**src/rtl/dmt_sf_pkg.sv**
```systemverilog
package dmt_sf_pkg;
  localparam logic [7:0] OVH_FILL  = 8'hA5;
  localparam logic [7:0] SYNC_FILL = 8'h3C;
  localparam logic [7:0] CRC_POLY  = 8'h1D;

  function automatic logic [7:0] crc8_step(input logic [7:0] crc, input logic [7:0] din);
    logic [7:0] r;
    r = crc ^ din;
    for (int i = 0; i < 8; i++) begin
      r = r[7] ? ((r << 1) ^ CRC_POLY) : (r << 1);
    end
    return r;
  endfunction
endpackage

```
**src/rtl/dmt_sf_cfg.sv**
```systemverilog
module dmt_sf_cfg #(
  parameter int NCH = 3,
  parameter int QW  = 4,
  parameter int CHW = 2
) (
  input  logic              clk,
  input  logic              rst_n,
  input  logic              run,
  input  logic              we,
  input  logic [CHW-1:0]    ch,
  input  logic [QW-1:0]     quota,
  input  logic              intl,
  output logic [NCH*QW-1:0] quota_flat,
  output logic [NCH-1:0]    intl_map
);
  for (genvar c = 0; c < NCH; c++) begin : g_ch
    always_ff @(posedge clk) begin
      if (!rst_n) begin
        quota_flat[c*QW +: QW] <= '0;
        intl_map[c]            <= 1'b0;
      end else if (we && !run && (int'(ch) == c)) begin
        quota_flat[c*QW +: QW] <= quota;
        intl_map[c]            <= intl;
      end
    end
  end

  assert_cfg_frozen_R8: assert property (@(posedge clk) disable iff (!rst_n)
    run |=> ($stable(quota_flat) && $stable(intl_map)));
endmodule

```
**src/rtl/dmt_sf_path.sv**
```systemverilog
module dmt_sf_path
  import dmt_sf_pkg::*;
#(
  parameter int NCH  = 3,
  parameter int QW   = 4,
  parameter int CHW  = 2,
  parameter int PATH = 0
) (
  input  logic              clk,
  input  logic              rst_n,
  input  logic              run,
  input  logic              start,
  input  logic              is_sf0,
  input  logic              is_sync,
  input  logic [NCH*QW-1:0] quota_flat,
  input  logic [NCH-1:0]    intl_map,
  input  logic [NCH-1:0]    ch_valid,
  input  logic [NCH*8-1:0]  ch_data,
  input  logic              out_ready,
  output logic              out_valid,
  output logic [7:0]        out_data,
  output logic              out_fs,
  output logic              out_sfs,
  output logic [NCH-1:0]    ch_take,
  output logic [NCH-1:0]    urun_set,
  output logic              busy,
  output logic [7:0]        crc_o
);
  logic [QW-1:0]  quota_a [NCH];
  logic [7:0]     data_a  [NCH];
  logic [NCH-1:0] elig;

  logic           hdr, sync_f, sf0_f;
  logic [CHW-1:0] cur;
  logic [QW-1:0]  cnt;
  logic [7:0]     crc_run, crc_last, crc_nxt, gen_byte;
  logic           first_ok, after_ok, last, gen;
  logic [CHW-1:0] first_idx, after_idx;

  always_comb begin
    for (int c = 0; c < NCH; c++) begin
      quota_a[c] = quota_flat[c*QW +: QW];
      data_a[c]  = ch_data[c*8 +: 8];
      elig[c]    = (intl_map[c] == 1'(PATH)) && (quota_flat[c*QW +: QW] != '0);
    end
  end

  // next eligible channel from the start, and after the current one
  always_comb begin
    first_ok  = 1'b0;
    first_idx = '0;
    after_ok  = 1'b0;
    after_idx = '0;
    for (int c = 0; c < NCH; c++) begin
      if (elig[c] && !first_ok) begin
        first_ok  = 1'b1;
        first_idx = CHW'(c);
      end
      if (elig[c] && !after_ok && (c > int'(cur))) begin
        after_ok  = 1'b1;
        after_idx = CHW'(c);
      end
    end
  end

  assign gen = busy && (!out_valid || out_ready);

  always_comb begin
    if (sync_f)   gen_byte = SYNC_FILL;
    else if (hdr) gen_byte = sf0_f ? crc_last : OVH_FILL;
    else          gen_byte = ch_valid[cur] ? data_a[cur] : 8'h00;
  end

  assign last    = hdr ? !first_ok : ((cnt == QW'(1)) && !after_ok);
  assign crc_nxt = crc8_step(crc_run, gen_byte);
  assign crc_o   = crc_last;

  for (genvar c = 0; c < NCH; c++) begin : g_take
    assign ch_take[c]  = gen && !hdr && !sync_f && (int'(cur) == c);
    assign urun_set[c] = ch_take[c] && !ch_valid[c];
  end

  always_ff @(posedge clk) begin
    if (!rst_n || !run) begin
      busy      <= 1'b0;
      hdr       <= 1'b0;
      sync_f    <= 1'b0;
      sf0_f     <= 1'b0;
      cur       <= '0;
      cnt       <= '0;
      crc_run   <= '0;
      crc_last  <= '0;
      out_valid <= 1'b0;
      out_data  <= '0;
      out_fs    <= 1'b0;
      out_sfs   <= 1'b0;
    end else begin
      if (start && !busy) begin
        busy   <= 1'b1;
        hdr    <= 1'b1;
        sync_f <= is_sync;
        sf0_f  <= is_sf0;
        if (is_sf0) crc_run <= '0;
      end
      if (gen) begin
        out_valid <= 1'b1;
        out_data  <= gen_byte;
        out_fs    <= hdr;
        out_sfs   <= hdr && sf0_f;
        if (!(hdr && sf0_f)) crc_run <= crc_nxt;
        if (last) begin
          busy <= 1'b0;
          if (sync_f) crc_last <= crc_nxt;
        end
        if (hdr) begin
          hdr <= 1'b0;
          cur <= first_idx;
          cnt <= quota_a[first_idx];
        end else if (cnt == QW'(1)) begin
          cur <= after_idx;
          cnt <= quota_a[after_idx];
        end else begin
          cnt <= cnt - QW'(1);
        end
      end else if (out_ready) begin
        out_valid <= 1'b0;
      end
    end
  end

  assert_hold_stalled_R9: assert property (@(posedge clk) disable iff (!rst_n || !run)
    (out_valid && !out_ready) |=> (out_valid && $stable(out_data) && $stable(out_fs) && $stable(out_sfs)));

  assert_sf_marks_frame_R1: assert property (@(posedge clk) disable iff (!rst_n)
    (out_valid && out_sfs) |-> out_fs);
endmodule

```
**src/rtl/dmt_sf_framer.sv**
```systemverilog
module dmt_sf_framer
  import dmt_sf_pkg::*;
#(
  parameter int NCH         = 3,
  parameter int QW          = 4,
  parameter int DATA_FRAMES = 68,
  localparam int CHW        = (NCH > 1) ? $clog2(NCH) : 1,
  localparam int FCW        = $clog2(DATA_FRAMES + 1)
) (
  input  logic             clk,
  input  logic             rst_n,
  input  logic             run,
  input  logic             cfg_we,
  input  logic [CHW-1:0]   cfg_ch,
  input  logic [QW-1:0]    cfg_quota,
  input  logic             cfg_intl,
  input  logic             symbol_strobe,
  input  logic [NCH-1:0]   ch_valid,
  input  logic [NCH*8-1:0] ch_data,
  output logic [NCH-1:0]   ch_ready,
  input  logic             fast_ready,
  output logic             fast_valid,
  output logic [7:0]       fast_data,
  output logic             fast_frame_start,
  output logic             fast_sf_start,
  input  logic             intl_ready,
  output logic             intl_valid,
  output logic [7:0]       intl_data,
  output logic             intl_frame_start,
  output logic             intl_sf_start,
  output logic [7:0]       fast_crc,
  output logic [7:0]       intl_crc,
  output logic [NCH-1:0]   underrun
);
  logic [NCH*QW-1:0] quota_flat;
  logic [NCH-1:0]    intl_map;
  logic [FCW-1:0]    fidx;
  logic              accept;
  logic [1:0]        p_rdy, p_ov, p_fs, p_sfs, p_busy;
  logic [7:0]        p_od  [2];
  logic [7:0]        p_crc [2];
  logic [NCH-1:0]    p_take [2];
  logic [NCH-1:0]    p_urun [2];

  dmt_sf_cfg #(.NCH(NCH), .QW(QW), .CHW(CHW)) cfg_i (
    .clk(clk), .rst_n(rst_n), .run(run), .we(cfg_we), .ch(cfg_ch),
    .quota(cfg_quota), .intl(cfg_intl), .quota_flat(quota_flat), .intl_map(intl_map)
  );

  assign accept = run && symbol_strobe && (p_busy == 2'b00);

  always_ff @(posedge clk) begin
    if (!rst_n || !run)  fidx <= '0;
    else if (accept)     fidx <= (fidx == FCW'(DATA_FRAMES)) ? '0 : fidx + FCW'(1);
  end

  assign p_rdy = {intl_ready, fast_ready};

  for (genvar p = 0; p < 2; p++) begin : g_path
    dmt_sf_path #(.NCH(NCH), .QW(QW), .CHW(CHW), .PATH(p)) path_i (
      .clk(clk), .rst_n(rst_n), .run(run), .start(accept),
      .is_sf0(fidx == '0), .is_sync(fidx == FCW'(DATA_FRAMES)),
      .quota_flat(quota_flat), .intl_map(intl_map),
      .ch_valid(ch_valid), .ch_data(ch_data), .out_ready(p_rdy[p]),
      .out_valid(p_ov[p]), .out_data(p_od[p]), .out_fs(p_fs[p]), .out_sfs(p_sfs[p]),
      .ch_take(p_take[p]), .urun_set(p_urun[p]), .busy(p_busy[p]), .crc_o(p_crc[p])
    );
  end

  assign ch_ready = p_take[0] | p_take[1];

  always_ff @(posedge clk) begin
    if (!rst_n) underrun <= '0;
    else        underrun <= underrun | p_urun[0] | p_urun[1];
  end

  assign fast_valid       = p_ov[0];
  assign fast_data        = p_od[0];
  assign fast_frame_start = p_fs[0];
  assign fast_sf_start    = p_sfs[0];
  assign intl_valid       = p_ov[1];
  assign intl_data        = p_od[1];
  assign intl_frame_start = p_fs[1];
  assign intl_sf_start    = p_sfs[1];
  assign fast_crc         = p_crc[0];
  assign intl_crc         = p_crc[1];

  assert_frame_index_R1: assert property (@(posedge clk) disable iff (!rst_n)
    fidx <= FCW'(DATA_FRAMES));

  assert_underrun_sticky_R7: assert property (@(posedge clk) disable iff (!rst_n)
    ((underrun & $past(underrun)) == $past(underrun)));

  assert_strobe_starts_R2: assert property (@(posedge clk) disable iff (!rst_n)
    (accept) |=> (p_busy == 2'b11 || !run));
endmodule

```
**config.mk**
```make
export PLATFORM = sky130hd
export DESIGN_NAME = dmt_sf_framer
export DESIGN_NICKNAME = d
export VERILOG_FILES = /design/src/rtl/dmt_sf_pkg.sv /design/src/rtl/dmt_sf_cfg.sv /design/src/rtl/dmt_sf_path.sv /design/src/rtl/dmt_sf_framer.sv
export SDC_FILE = /design/constraint.sdc
export NUM_CORES = 1
export LEC_CHECK = 0
export BUFFER_PORTS_ARGS = -buffer_cell sky130_fd_sc_hd__buf_4
export CORE_ASPECT_RATIO = 1.4
export CORE_MARGIN = 10
export CORE_UTILIZATION = 50
export CTS_BUF_LIST = sky130_fd_sc_hd__clkbuf_4
export DETAILED_ROUTE_END_ITERATION = 6
export PLACE_DENSITY = 0.77
export SYNTH_ARGS = -nofsm -noshare
export SYNTH_HDL_FRONTEND = slang
export SYNTH_SLANG_ARGS = --single-unit
```
**constraint.sdc**
```tcl
create_clock -name clk -period 4.74 [get_ports clk]
set_input_delay 0.711 -clock clk [delete_from_list [all_inputs] [get_ports clk]]
set_output_delay 0.711 -clock clk [all_outputs]
set_load 0.01 [all_outputs]
```
; ---- Yosys cells after proc, flatten, opt, wreduce, memory -nomap -nowiden
; Index checks and enable logic that the tools add are counted.
; W data, S select, Z words.
[totals]
output_inout_bits = 44
reg_bits = 99
input_bits = 41
wordCells = 273
[classes]
reduce_logical = 88
muxes = 99
bitwise = 30
eq_ne = 9
n_lt_le_gt_ge = 12
add_sub_neg = 3
[op_table]
columns = op, n
row1 = $mux W8, 20
row2 = $mux W5, 16
row3 = $not A4 Y4, 16
row4 = $mux W4, 12
row5 = $logic_and A1 B1 Y1, 46
row6 = $mux W1, 34
row7 = $bmux W4 S2, 4
row8 = $bmux W8 S2, 2
row9 = $logic_not A1 Y1, 23
row10 = $ge A3 B3 Y1 const B, 6
row11 = $not A2 Y3, 6
row12 = $mux W2, 8
row13 = $xor A8 B8 Y8, 2
row14 = $eq A2 B2 Y1 const B, 6
row15 = $reduce_bool A4 Y1, 3
row16 = $or A3 B3 Y3, 3
row17 = $eq A4 B1 Y1 const B, 2
row18 = $logic_not A2 Y1, 4
row19 = $reduce_bool A2 Y1, 4
row20 = $sub A4 B1 Y4 const B, 2
row21 = $add A7 B1 Y7 const B, 1
row22 = $eq A7 B7 Y1 const B, 1
row23 = $logic_not A7 Y1, 1
row24 = $mux W7, 1
row25 = 8 further kinds, 18

; ---- Depth between registers and ports, before layout
; Gate-level depths: netlist of run 1.
[depth]
depth_word = 26
ltp_mapped = 9

; ---- Cells and area by module
; Synthesis of run 1 repeated with hierarchy kept, for this count alone.
[unflattened]
hier_cells = 718
area_unflattened_um2 = 6147.1
[modules_own_cells]
columns = mod, cells_each, area_per_inst_um2, n_inst
row1 = dmt_sf_path (g_path[1].path_i), 298, 2539.9, 1
row2 = dmt_sf_path (g_path[0].path_i), 304, 2511.2, 1
row3 = dmt_sf_cfg, 57, 593.1, 1
row4 = dmt_sf_framer, 59, 503.0, 1

; ---- Worst setup path before layout of run 1
; Ideal clock, no wire load.
[synth_timing]
kind = input port to flip-flop
startpoint = input ch_valid[0]
endpoint = register g_path[0].path_i.crc_run[2]
t_required_ns = 4.623
stages = 7
slack_ns = 1.983
t_arrival_ns = 2.640
path_buffers = 0
path_cell_list = mux2_4 > a22o_1 > a221o_1 > xor2_1 > xnor2_2 > xnor3_1 > a22o_1
[synth_via]
elab_chain_cells = 16
word_cells_on_any_way = 20
cone_classes = mux (14) / bitwise (6)
[synth_rtl]
columns = item, line_no
row1 = start: declaration, dmt_sf_framer.sv:18  ; input logic [NCH-1:0] ch_valid,
row2 = $bmux W1 S2 *, dmt_sf_path.sv:71  ; else gen_byte = ch_valid[cur] ? data_a[cur] : 8'h00;
row3 = $mux W1 (implied by the code) *, dmt_sf_path.sv:71
row4 = $mux W8 *, dmt_sf_path.sv:71
row5 = $mux W8 *, dmt_sf_path.sv:70  ; else if (hdr) gen_byte = sf0_f ? crc_last : OVH_FILL;
row6 = $mux W8 *, dmt_sf_path.sv:69  ; if (sync_f) gen_byte = SYNC_FILL;
row7 = $xor A8 B8 Y8 *, dmt_sf_pkg.sv:8  ; r = crc ^ din;
row8 = $not A4 Y4 (no line) or $mux W5 (tied branches), -
row9 = $mux W5 or $not A4 Y4 (tied branches), -
row10 = $not A4 Y4 (no line) or $mux W5 (tied branches), -
row11 = $mux W5 or $not A4 Y4 (tied branches), -
row12 = $mux W5, dmt_sf_pkg.sv:10  ; r = r[7] ? ((r << 1) ^ CRC_POLY) : (r << 1);
row13 = $mux W5 or $not A4 Y4 (tied branches), -
row14 = $not A4 Y4 (no line) or $mux W5 (tied branches), -
row15 = $mux W5 *, dmt_sf_pkg.sv:10
row16 = $mux W8 *, dmt_sf_path.sv:110  ; if (!(hdr && sf0_f)) crc_run <= crc_nxt;
row17 = $mux W8 *, dmt_sf_path.sv:105  ; if (gen) begin
row18 = end signal: assignment, dmt_sf_path.sv:110
row19 = end: declaration, dmt_sf_path.sv:36  ; logic [7:0] crc_run, crc_last, crc_nxt, gen_byte;
; Mark *: on every way between the ends. The rest lies on a longest branch, timed or not. The select of a mux whose other input is x is not followed.
; A chain may end at the register's enable or synchronous reset.

; ---- Worst setup path in the final report of run 1
[layout_timing]
startpoint = register g_path[1].path_i.cur[0]
endpoint = register g_path[1].path_i.crc_last[0]
[layout_via]
elab_chain_cells = 16
word_cells_on_any_way = 30
cone_classes = order compare (2) / mux (16) / bitwise (5) / reduce/logical (7)
[layout_rtl]
columns = item, line_no
row1 = start: declaration, dmt_sf_path.sv:34  ; logic [CHW-1:0] cur;
row2 = start signal: assignment, dmt_sf_path.sv:117  ; cur <= first_idx;
row3 = start signal: assignment, dmt_sf_path.sv:120  ; cur <= after_idx;
row4 = $not A2 Y3 (implied by the code), dmt_sf_path.sv:71
row5 = $bmux W8 S2, dmt_sf_path.sv:71
row6 = $mux W8 (implied by the code) (2 in a row), dmt_sf_path.sv:71
row7 = $mux W8, dmt_sf_path.sv:71
row8 = $mux W8, dmt_sf_path.sv:70
row9 = $mux W8, dmt_sf_path.sv:69
row10 = $xor A8 B8 Y8, dmt_sf_pkg.sv:8
row11 = $mux W5, dmt_sf_pkg.sv:10
row12 = $not A4 Y4 (no line), -
row13 = $mux W5, dmt_sf_pkg.sv:10
row14 = $not A4 Y4 (no line), -
row15 = $mux W5, dmt_sf_pkg.sv:10
row16 = $not A4 Y4 (no line), -
row17 = $mux W5 (2 in a row), dmt_sf_pkg.sv:10
row18 = end signal: assignment, dmt_sf_path.sv:113  ; if (sync_f) crc_last <= crc_nxt;
row19 = end: declaration, dmt_sf_path.sv:36
; Several ways; a longest one is shown, not always the timed one. The select of a mux whose other input is x is not followed.

==> run summary, run 1 <==
The total nets after synthesis is 742. The internal power summed over all cells is 1.13 mW, and the post-route standard cell area excluding fillers is 6590 um^2. Setup repair after global routing left no endpoint under its margin. For this block, the initial DRC count from the detailed router was 467. The longest clock path from root to sink contains 2 buffers. In this run, post-CTS repair resized a total of 0 instances. The tools report the power share of the clock group as 0.286. The wire length per cell after detailed routing is 18.7 um, and the fraction of synthesized cell area taken by the top area cell type is 0.344. Before antenna repair, the detailed router went through 6 iterations.

In this run the static leakage power is 2.45 nW. The total placed cells including tap cells came out at 893. Averaged over all synthesized cells, the footprint is 8.28 um^2. For the max-slew violation count, the log shows 0. Across the routed clock network, the largest skew measured is 16.6 ps. Yosys mapped the design onto 70 distinct sky130hd cell types. The most common cell after layout, fill and taps aside is sky130_fd_sc_hd__dfxtp_1.

Total setup buffers inserted after CTS: 0. The share of synthesized registers carrying an async set or reset is 0, and the clock-pin slew on the worst setup and hold paths is 160 ps. The count of final hold-check violations was 0; the initial antenna violation count was 1. Summing all flip-flop and latch instances after layout gives 1980 um^2. The synthesized instance count came out at 695. The run gives 5581 as the total via count after detailed routing.

The run gives 0.510 as the starting density of the core. For this design the ratio of total power to cell area is 244 nW/um^2. For the power share of the combinational group, the log shows 0.178. The critical path is of the flop to flop type. STA puts the critical path data required time at 5150 ps. Count of final setup violators: 0.

The die is 111 um wide. For the tightest hold margin, the log shows 471 ps. The count of flip-flops with a built-in enable after synthesis was 0. The run finished with clean final reports. Across the run, the number of max-cap violations was 0. The switching component of the power is 0.473 mW. At the worst endpoint, the arrival time is 3650 ps. The sum of net half-perimeters after detailed placement is 13.0 mm, and the number of global-route vias before repair is 5429. The run gives 0 as the number of hold buffers added after cts. The run gives 28.0 mm as the first-pass GRT wire length. The overall track demand over capacity in global routing came out at 0.204. The tools report the remaining number of nets flagged by the antenna check after routing as 0.

Row generation in the floorplan step produced 46 rows. The placed instances occupy a cell area of 6450 um^2. The design draws 1.61 mW. Number of standard cells in the layout, taps in and fillers out: 911. The sequential power share was 0.536; the final critical-path share of the clock period was 0.683. The number of nets at the end of the flow is 807.

The clock net in this run drives a total of 99 sinks. The worst-case vdd ir drop is 0.159 mV, and the area of combinational cells with multiple inputs is 3530 um^2. The logs give 490 ps for the clock insertion delay at the later pin of the skew report and 40 for the maximum number of pins on one net before global-route repair.

The final wirelength was 17.1 mm. The tools report the number of levels the H-tree was split into as 3. Among all flip-flop cells after synthesis, the most frequent one is sky130_fd_sc_hd__dfxtp_1.

After layout, the minimum clock period comes to 3240 ps. The worst hold path belongs to the class flop to flop. Leading area contributor after synthesis: sky130_fd_sc_hd__dfxtp_1. The run gives 85 as the top-level port count. The run gives 5760 um^2 as the post-synth design cell area.

The core region is 11300 um^2. The cell sitting at the root of the clock tree is a sky130_fd_sc_hd__clkbuf_4. The post-synthesis sequential area ratio is 0.344. The overall die height works out to 147 um. Timing would allow up to 309 MHz. For this run the aggregate overflow at the end of global routing stands at 0.

For the sum of negative setup slack, the log shows 0 ps. In the routed layout, each cell is associated on average with a via count of 6.13. Buffers placed on the I/O ports in this run total 84. At the pin with the least slew margin, the transition time is 1250 ps. Compared with the post-synthesis result, the final layout area differs by 14.5%. The TritonCTS buffer count is 9, and the fraction of layout cells with a size suffix above 1 is 0.161.

The final estimated routing congestion in global placement was 0.930; the fraction of power spent switching nets was 0.295. The layout has 1074 filler cells. The DRC violations left came out at 0. STA classifies the critical path endpoint as a flop. Of all nets on the critical path, the largest fanout is 19. The die covers 16300 um^2. The top cell types in the final layout, fill and taps aside, are sky130_fd_sc_hd__dfxtp_1 (99), sky130_fd_sc_hd__buf_4 (90), sky130_fd_sc_hd__nand2_1 (82), sky130_fd_sc_hd__a21oi_1 (63), sky130_fd_sc_hd__nor2_1 (46). STA classifies the critical path startpoint as a flop.

The post-synthesis register bit count is 99. By area the synthesized netlist is led by sky130_fd_sc_hd__dfxtp_1 (34%), sky130_fd_sc_hd__a21oi_1 (5.5%), sky130_fd_sc_hd__nand2_1 (5.3%). TritonCTS built the clock tree.

Yosys printed 0 warnings. The worst slew margin relative to its limit is 0.159.
==> cells in the mapped netlist, types with 7 or more instances <==
master / n
sky130_fd_sc_hd__nor2b_1: 23
sky130_fd_sc_hd__nand3_1: 13
sky130_fd_sc_hd__o21a_1: 9
sky130_fd_sc_hd__o21ai_0: 41
sky130_fd_sc_hd__xnor2_1: 27
sky130_fd_sc_hd__inv_1: 21
sky130_fd_sc_hd__a221o_1: 7
sky130_fd_sc_hd__o211ai_1: 14
sky130_fd_sc_hd__and2_1: 11
sky130_fd_sc_hd__and3_1: 8
sky130_fd_sc_hd__nor2_1: 46
sky130_fd_sc_hd__a21oi_1: 63
sky130_fd_sc_hd__o22ai_1: 10
sky130_fd_sc_hd__nand4_1: 8
sky130_fd_sc_hd__xor2_1: 22
sky130_fd_sc_hd__nor3_1: 14
sky130_fd_sc_hd__mux2i_1: 30
sky130_fd_sc_hd__a211oi_1: 7
sky130_fd_sc_hd__a31oi_1: 7
sky130_fd_sc_hd__clkbuf_1: 25
sky130_fd_sc_hd__nand2_1: 82
sky130_fd_sc_hd__dfxtp_1: 99
==> stage by stage <==
| step | utilization | setup slack [ps] |
|---|---|---|
| 2_1_floorplan | - | 1980 |
| 3_3_place_gp | 0.572 | 1710 |
| 3_5_place_dp | 0.572 | 1570 |
| 4_1_cts | 0.584 | 1550 |
| 5_1_grt | 0.584 | 1340 |
| 6_report | 0.584 | 1500 |
==> critical path, cell delays in order (launching register included) <==
cell	delay [ps]
sky130_fd_sc_hd__dfxtp_1	890
sky130_fd_sc_hd__mux2i_4	390
sky130_fd_sc_hd__o22ai_2	120
sky130_fd_sc_hd__a221o_1	380
sky130_fd_sc_hd__xor2_1	230
sky130_fd_sc_hd__xor3_1	570
sky130_fd_sc_hd__or4b_1	500
sky130_fd_sc_hd__o311ai_1	90
==> layout make-up <==
class,instances,share of cell area
Antenna cell,2,0.000759
Clock buffer,9,0.0103
Clock inverter,7,0.0103
Inverter,21,0.0120
Multi-Input combinational cell,539,0.536
Sequential cell,99,0.301
Tap cell,144,0.0273
Timing Repair Buffer,90,0.103
==> worst paths after layout <==
| kind | from | cells past startpoint | slack, ps | to |
|---|---|---|---|---|
| worst max-delay path | g_path[1].path_i.cur[0] | 7 | 1500 | g_path[1].path_i.crc_o[0] |
| worst min-delay path | g_path[1].path_i.out_fs | 2 | 470 | g_path[1].path_i.out_fs |
| worst max register to register | g_path[1].path_i.cur[0] | 7 | 1500 | g_path[1].path_i.crc_o[0] |
| worst min register to register | g_path[1].path_i.out_fs | 2 | 470 | g_path[1].path_i.out_fs |
==> sequential cells by signal, indices dropped and copies added (netlist names) <==
| name | count |
|---|---|
| g_path.path_i.crc_o | 16 |
| g_path.path_i.crc_run | 16 |
| g_path.path_i.out_data | 16 |
| cfg_i.quota_flat | 12 |
| g_path.path_i.cnt | 8 |
| fidx | 7 |
| g_path.path_i.cur | 4 |
| cfg_i.intl_map | 3 |
| underrun | 3 |
| g_path.path_i.busy | 2 |
| g_path.path_i.hdr | 2 |
| g_path.path_i.out_fs | 2 |
| g_path.path_i.out_sfs | 2 |
| g_path.path_i.out_valid | 2 |
| g_path.path_i.sf0_f | 2 |
| g_path.path_i.sync_f | 2 |
==> power by group through the flow <==
stage	registers [mW]	logic [mW]	clock network, mW
finish	0.861	0.285	0.459
global route	0.863	0.313	0.504
CTS	0.861	0.283	0.466
detailed placement	0.878	0.282	0
global placement	0.878	0.276	0
floorplan	0.872	0.201	0
==> per-layer routing <==
metal / track usage / share of wire / vias up
li1: - / - / 2642
met4: 0.0855 / 0.030 / 0
met1: 0.242 / 0.41 / 2665
met5: 0 / 0 / -
met3: 0.0416 / 0.068 / 44
met2: 0.350 / 0.49 / 230
==> logic make-up (layout without fill, tap and decap cells) <==
family	count (synthesis)	in the layout	share of synthesized area
simple gates	240	240	0.209
xor+xnor	53	53	0.0893
buf+inv	57	127	0.0417
flops	99	99	0.344
other cells	0	2	0
compound gates	202	202	0.232
mux	38	38	0.0704
fa+ha+maj	6	6	0.0130
Note: power is estimated with default switching activity, not from simulation.
==> inputs of run 2 (changes only) <==
Settings changed: ABC_AREA from default to 1.
Clock period 4.74 ns to 3.25 ns, I/O delays scaled along.
==> run 2 against run 1 <==
  * Hold slack lost 210 ps
  * Via count increased by 26%
  * Sequential power rose by 46%
  * Area after synthesis increased by 11%
  * Non-clock buffer count is 3 higher
  * Largest power group unchanged
==> run summary, run 2 <==
The run finished with clean final reports. The first-pass GRT wire length came out at 31.9 mm. The power per cell area is 358 nW/um^2.

The count of routing violations after the opening detailed-route iteration came out at 539. After floorplanning, the core was sized to cover 12400 um^2. Setup slack closes at 482 ps. The switching component of the power came out at 0.961 mW.

Compared with the post-synthesis result, the final layout area differs by 14.1%. Most common cell after layout, fill and taps aside: sky130_fd_sc_hd__nand2_1. Power share of the clock group: 0.256. The signal on the critical path passes through nand2_1, nand2_1, nor2_1, inv_1, nor2_1, nand2_1, nand2_1, buf_4. The logs give 2760 ps for the required arrival time at the worst endpoint and 564 ps for the setup slack after placement.

Counting buffers and inverters, the worst setup path is 8 cells deep. The biggest area contributor in the post-synthesis netlist is sky130_fd_sc_hd__dfxtp_1. The number of global-route vias before repair was 6631. The first detailed-routing pass ran for 5 iterations. Along the worst hold path, the cell count comes to 3.

The startpoint identified for the worst register-to-register timing path is g_path[0].path_i.cur[0]. The critical path class is flop to primary output. The average instance in the mapped netlist occupies 6.28 um^2. Final critical delay including setup and external delays: 2770 ps.

The run gives 0 as the count of final setup violators. After synthesis, the most frequently instantiated cells are sky130_fd_sc_hd__nand2_1 (272), sky130_fd_sc_hd__inv_1 (133), sky130_fd_sc_hd__dfxtp_1 (99). The logs give 0 for the max-slew violation count and 7280 um^2 for the post-route standard cell area excluding fillers.

TritonCTS built the clock tree. The fraction of layout cells with a size suffix above 1 is 0.165. The tightest min-delay check is of the input pin to flop type. The post-route clock skew is 22.2 ps.

The share of synthesized registers carrying an async set or reset was 0; the post-synthesis register bit count was 99. The initial antenna violation count is 1. The run gives 0.261 as the power share of the combinational group. Including well taps, the total number of placed cells is 1234. STA classifies the critical path endpoint as a primary output.

Among all cell types in the netlist, the one instantiated most often is sky130_fd_sc_hd__nand2_1. The largest single stage delay on the critical path is 440 ps. The tools report the synthesized instance count as 1017.

The tools report the placed cell area as 7140 um^2. The clock tree synthesis step divided the H-tree into 3 levels. Among the stages of the critical path, the cell type that occurs most often is sky130_fd_sc_hd__nand2_1.

The most used flip-flop cell after synthesis is sky130_fd_sc_hd__dfxtp_1. Counting both buffers and inverters, the worst setup path holds a total of 2. Number of instances resized during post-cts repair: 0. Post-synthesis sequential area ratio: 0.310. At the end of the flow, the number of nets in the layout was 1142. At the later pin of the worst-skew pair, clock insertion delay measures 480 ps.

Wires add up to 20.0 mm. The number of warnings issued by yosys was 0. The family with the most delay on the worst path was simple AND/OR/NAND/NOR gates. The width of the die is 116 um, and the critical path arrival is 2280 ps.

Number of standard cells in the layout, taps in and fillers out: 1251. The wire length per cell after detailed routing was 16.0 um; the clock-pin slew on the worst setup and hold paths was 160 ps. The sequential power share is 0.483, and the TritonCTS buffer count is 9.

The most critical setup path has its endpoint at ch_ready[2]. Summed over all failing endpoints, the final setup total negative slack is 0 ps. For the pin with the worst max-slew slack, the measured transition is 582 ps. The clock net in this run drives a total of 99 sinks. The mean number of vias per cell is 5.61. Element type at the critical path start: a flop.

Tightest hold margin: 264 ps. In this run the worst setup path begins at g_path[0].path_i.out_valid. In this run the critical register-to-register path is captured at g_path[0].path_i.crc_o[6]. Counting along the longest clock path gives a buffer depth of 2. The run gives 0 as the total setup buffers inserted after CTS. Entering global routing, the biggest net connects 24 pins. The count of nets left with antenna violations once routing finished came out at 0. For the count of final hold-check violations, the log shows 0. Post-synth design cell area: 6380 um^2. Fraction of synthesized cell area taken by the top area cell type: 0.310. The number of buffer cells added on primary ports works out to 84. In this run the clock root is driven by a sky130_fd_sc_hd__clkbuf_4. For this design, the slowest cell found on the critical path is sky130_fd_sc_hd__nor2_1.

The tools report the starting density of the core as 0.514. By area the synthesized netlist is led by sky130_fd_sc_hd__dfxtp_1 (31%), sky130_fd_sc_hd__nand2_1 (16%), sky130_fd_sc_hd__inv_1 (7.8%). The worst-case IR drop observed on VDD is 0.286 mV. The top cell types in the final layout, fill and taps aside, are sky130_fd_sc_hd__nand2_1 (272), sky130_fd_sc_hd__inv_1 (133), sky130_fd_sc_hd__dfxtp_1 (99), sky130_fd_sc_hd__buf_4 (93), sky130_fd_sc_hd__o21ai_0 (92). The number of hold buffers added after cts was 0; the leakage power of the design was 3.50 nW.

The number of nets handed over by synthesis was 1064. The top-level port count was 85; the sum of net half-perimeters after detailed placement was 15.9 mm. In the routed design, unresolved DRC markers number 0. The final critical-path share of the clock period was 0.852. Largest fanout on the critical path: 13.

The tool flagged a number of max-cap violations equal to 0. Setup repair after global routing left no endpoint under its margin. The worst register-to-register path has a setup slack of 510 ps. The netlist uses 45 different library cells.

The overall die area is 17800 um^2, and the number of rows in the core area is 48. Static timing analysis puts the maximum clock frequency at 361 MHz. Across all layers, the routed design uses 7018 vias. The count of flip-flops with a built-in enable after synthesis came out at 0. For the worst slew margin relative to its limit, the log shows 0.610. The congestion estimate from routability-driven global placement came to 1.02. Global routing finished with a remaining overflow of 0. The overall track demand over capacity in global routing is 0.221. Measured along the y axis, the die boundary spans 154 um. Number of cells on the worst reg-to-reg path: 15.

The internal portion of the total power is 1.65 mW. The fraction of power spent switching nets came out at 0.368.
==> run 2: through the flow <==
step / util / power [mW]
3_5_place_dp: 0.575 / 1.95
3_3_place_gp: 0.575 / 1.94
5_1_grt: 0.586 / 2.74
4_1_cts: 0.586 / 2.61
6_report: 0.586 / 2.61
2_1_floorplan: - / 1.75
==> run 2: tightest hold or removal path, stage by stage <==
cell,delay (ps)
sky130_fd_sc_hd__buf_4,100
sky130_fd_sc_hd__nor2_1,40
sky130_fd_sc_hd__nor2_1,80
==> run 2: worst min-delay path by stage <==
stage | end | slack [ps] | start
6_report | cfg_i.intl_map[2] | 260 | cfg_intl
5_1_grt | g_path[1].path_i.out_valid | 270 | intl_ready
4_1_cts | cfg_i.intl_map[2] | 250 | cfg_intl
3_5_place_dp | cfg_i.intl_map[0] | 460 | cfg_i.intl_map[0]
3_3_place_gp | cfg_i.intl_map[1] | 460 | cfg_i.intl_map[1]
2_1_floorplan | cfg_i.intl_map[0] | 440 | cfg_i.intl_map[0]
==> run 2: logic make-up after synthesis <==
group           synth area share
flops                      0.310
fa+ha+maj                 0.0118
xor+xnor                  0.0190
compound gates             0.177
buf+inv                    0.104
simple gates               0.378
==> run 2: power groups by stage <==
stage	Clock (mW)	Sequential, mW	Combinational (mW)
floorplan	0	1.28	0.474
global placement	0	1.28	0.660
detailed placement	0	1.28	0.666
CTS	0.681	1.26	0.670
global route	0.724	1.26	0.756
finish	0.667	1.26	0.681
==> run 2: cell type report <==
type	instances	area, um^2
tap	150	188
timing repair buffer	93	698
fill	1210	5150
sequential	99	1980
inverter	143	537
clock inverter	7	70.1
antenna	1	2.50
multi-input combinational	749	3740
clock buffer	9	67.6
==> run 2: per-layer routing <==
metal  global-route usage  up-vias  routed length, um
li1                     -     3479                  -
met1                0.238     3185               7550
met2                0.395      282              10100
met3               0.0401       72               1290
met4                0.121        0                995
met5                    0        -                  0
==> inputs of run 3 (changes only) <==
Settings changed: CORE_ASPECT_RATIO 1.4 to 0.5.
==> run 3 against run 2 <==
  * Fmax increased by 1.9%
  * Register-to-register slack improved by 60 ps
  * Largest cell class unchanged
  * Global-route usage shrank 0.16 points
  * Critical path type unchanged
  * Die area grew 1.2%
  * Clock skew shrank 4.4 ps
  * Hold slack got worse by 40 ps
  * Utilization shrank 0.56 points
==> run summary, run 3 (synthesis results as in run 2) <==
The logs give 32.9 mm for the first-pass GRT wire length and 7310 um^2 for the post-route standard cell area excluding fillers. Worst slew margin relative to its limit: 0.626. The signal on the critical path passes through nand2_1, nand2_1, nor2_1, inv_1, nor2_1, nand2_1, nand2_1, buf_4. The wire length per cell after detailed routing was 16.0 um; the final estimated routing congestion in global placement was 1.04. TritonCTS built the clock tree. In this run the number of cells on the critical path is 8. Setup violations remaining at the end of the flow were counted as 0. The cell that appears most often on the critical path is sky130_fd_sc_hd__nand2_1. Class of the worst hold path: input pin to flop.

The tools report the number of global-route vias before repair as 6436. For the power share of the clock group, the log shows 0.266. For the final routed database, the setup TNS stands at 0 ps.

The logs give 18000 um^2 for the overall die area and 500 ps for the clock insertion delay at the later pin of the skew report. The number of standard cells in the layout, taps in and fillers out is 1270. The number of hold buffers added after cts is 0, and the worst-case vdd ir drop is 0.260 mV. The library cells used most frequently in the layout, excluding fill and tap cells, are sky130_fd_sc_hd__nand2_1 (272), sky130_fd_sc_hd__inv_1 (133), sky130_fd_sc_hd__dfxtp_1 (99), sky130_fd_sc_hd__o21ai_0 (92), sky130_fd_sc_hd__buf_4 (92).

The number of instances resized during post-cts repair is 0, and the area of combinational cells with multiple inputs is 3740 um^2. The smallest clock period supported by the final layout is computed as 2720 ps. The first detailed-routing pass took 7 iterations.

Of all nets on the critical path, the largest fanout is 11. The floorplan has 29 rows. Summed over all nets, the switching power comes to 0.943 mW. For the pin with the worst max-slew slack, the measured transition is 560 ps.

For this run, design rule violations remaining after detail routing come to 0. After the last flow step, the layout net total stands at 1141. The tools report the utilization after layout as 0.580. The clock passes through at most 2 buffers. The wire-length estimate of the detail-placed layout is 16.1 mm. The fraction of power spent switching nets was 0.356. Count of final hold-check violations: 0. The flow ran to the end, and the final reports show no timing, DRC or antenna violations. Summing all flip-flop and latch instances after layout gives 1980 um^2.

Using the TritonRoute via totals, the vias-per-cell ratio works out to 5.51. The cell family contributing the most delay on the critical path is simple AND/OR/NAND/NOR gates. For this design the ratio of total power to cell area is 363 nW/um^2.

For the total setup buffers inserted after CTS, the log shows 0. Once placement completed, the tool counted placed cells totaling 1253. The number of buffer cells added on primary ports was 84. The sequential power share is 0.475. Master of the slowest instance on the critical path: sky130_fd_sc_hd__nor2_1.

The analysis attributes to cell leakage a power of 3.49 nW. The initial antenna violation count is 1. Cell internal power was estimated by the tool at 1.71 mW. The fraction of layout cells with a size suffix above 1 works out to 0.163. The count of routing violations after the opening detailed-route iteration is 827. Number of levels the H-tree was split into: 3. The final wirelength was 20.3 mm; the overall track demand over capacity in global routing was 0.220. Data on the critical path arrives at its endpoint at 2230 ps.

The power share of the combinational group came out at 0.259. Once detail routing completed, the nets flagged for antenna violations numbered 0. The overall die height works out to 99.9 um. The layout has 1259 filler cells. The required arrival time at the worst endpoint was 2760 ps; the clock-pin slew on the worst setup and hold paths was 170 ps. The stage delay of the slowest cell on the critical path is 360 ps, and the layout overhead on the synthesized area is 14.4%.

The tools report the element type at the critical path end as a primary output. CTS placed an instance of sky130_fd_sc_hd__clkbuf_4 at the clock tree root. Critical path class: flop to primary output. The number of clock buffers added by TritonCTS is 9. The critical path contains buffers and inverters numbering 2 combined. The worst hold path passes through 3 cells.

The tools report the maximum clock rate as 368 MHz. The final critical-path share of the clock period was 0.836. For the maximum number of pins on one net before global-route repair, the log shows 38.

The number of cells on the worst reg-to-reg path is 14. The most common cell after layout, fill and taps aside was sky130_fd_sc_hd__nand2_1. The run gives 99 as the total clock sinks. The max-slew violation count was 0; the placed cell area was 7160 um^2. Setup repair after global routing left no endpoint under its margin. The number of max-cap violations was 0; the top-level port count was 85. The detailed router placed 6997 vias in this run.

From left edge to right edge, the die measures 180 um. After global routing the overflow that remains totals 0. The tools report the element type at the critical path start as a flop. The tools report the internal reg-to-reg setup slack as 570 ps. The core area is 12600 um^2, and the starting density of the core is 0.507. For the post-route clock skew, the log shows 17.8 ps.
-- run 3: power groups by stage --
stage                     sequential (mW)  combinational [mW]  clock [mW]
after detailed placement             1.29               0.671           0
after global placement               1.28               0.668           0
final                                1.26               0.687       0.706
after global routing                 1.26               0.767       0.758
after floorplan                      1.28               0.474           0
after CTS                            1.26               0.674       0.713
-- run 3: worst paths after layout --
kind,end,from
setup reg to reg,g_path[0].path_i.crc_run[6],g_path[0].path_i.cur[0]
setup / recovery,ch_ready[2],g_path[1].path_i.out_valid
hold reg to reg,cfg_i.intl_map[1],cfg_i.intl_map[1]
hold / removal,cfg_i.intl_map[2],cfg_intl
-- run 3: worst reg2reg max path: stages (launching register included) --
cell and delay [ps]:
sky130_fd_sc_hd__dfxtp_1 620, sky130_fd_sc_hd__inv_1 260, sky130_fd_sc_hd__nor2_1 210, sky130_fd_sc_hd__nand2_1 80, sky130_fd_sc_hd__nand3_1 110, sky130_fd_sc_hd__nand3_1 120, sky130_fd_sc_hd__nand2_1 170, sky130_fd_sc_hd__nand2_1 70
sky130_fd_sc_hd__nand2_1 140, sky130_fd_sc_hd__nand2_1 80, sky130_fd_sc_hd__nand2_2 100, sky130_fd_sc_hd__xor2_1 210, sky130_fd_sc_hd__xor2_1 230, sky130_fd_sc_hd__nand2_1 90, sky130_fd_sc_hd__a21oi_1 140
-- run 3: cell type report --
class | instances | area share
clock inverter | 7 | 0.0103
multi-input combinational | 749 | 0.512
timing repair buffer | 92 | 0.0945
sequential | 99 | 0.271
clock buffer | 9 | 0.00925
inverter | 143 | 0.0735
tap | 170 | 0.0291
antenna | 1 | 0.000343
-- run 3: layer usage --
layer,global-route usage,up-vias,wire length [um]
li1,-,3483,-
met5,0,-,0
met4,0.0632,0,348
met3,0.0442,33,1710
met2,0.346,280,8890
met1,0.299,3201,9400
-- run 3: per-stage QoR --
step	worst slack, ps	power (mW)	hold WS (ps)
final	534	2.65	224
after global routing	299	2.79	232
after CTS	512	2.65	221
after detailed placement	687	1.96	458
after global placement	751	1.95	462
after floorplan	1280	1.75	444
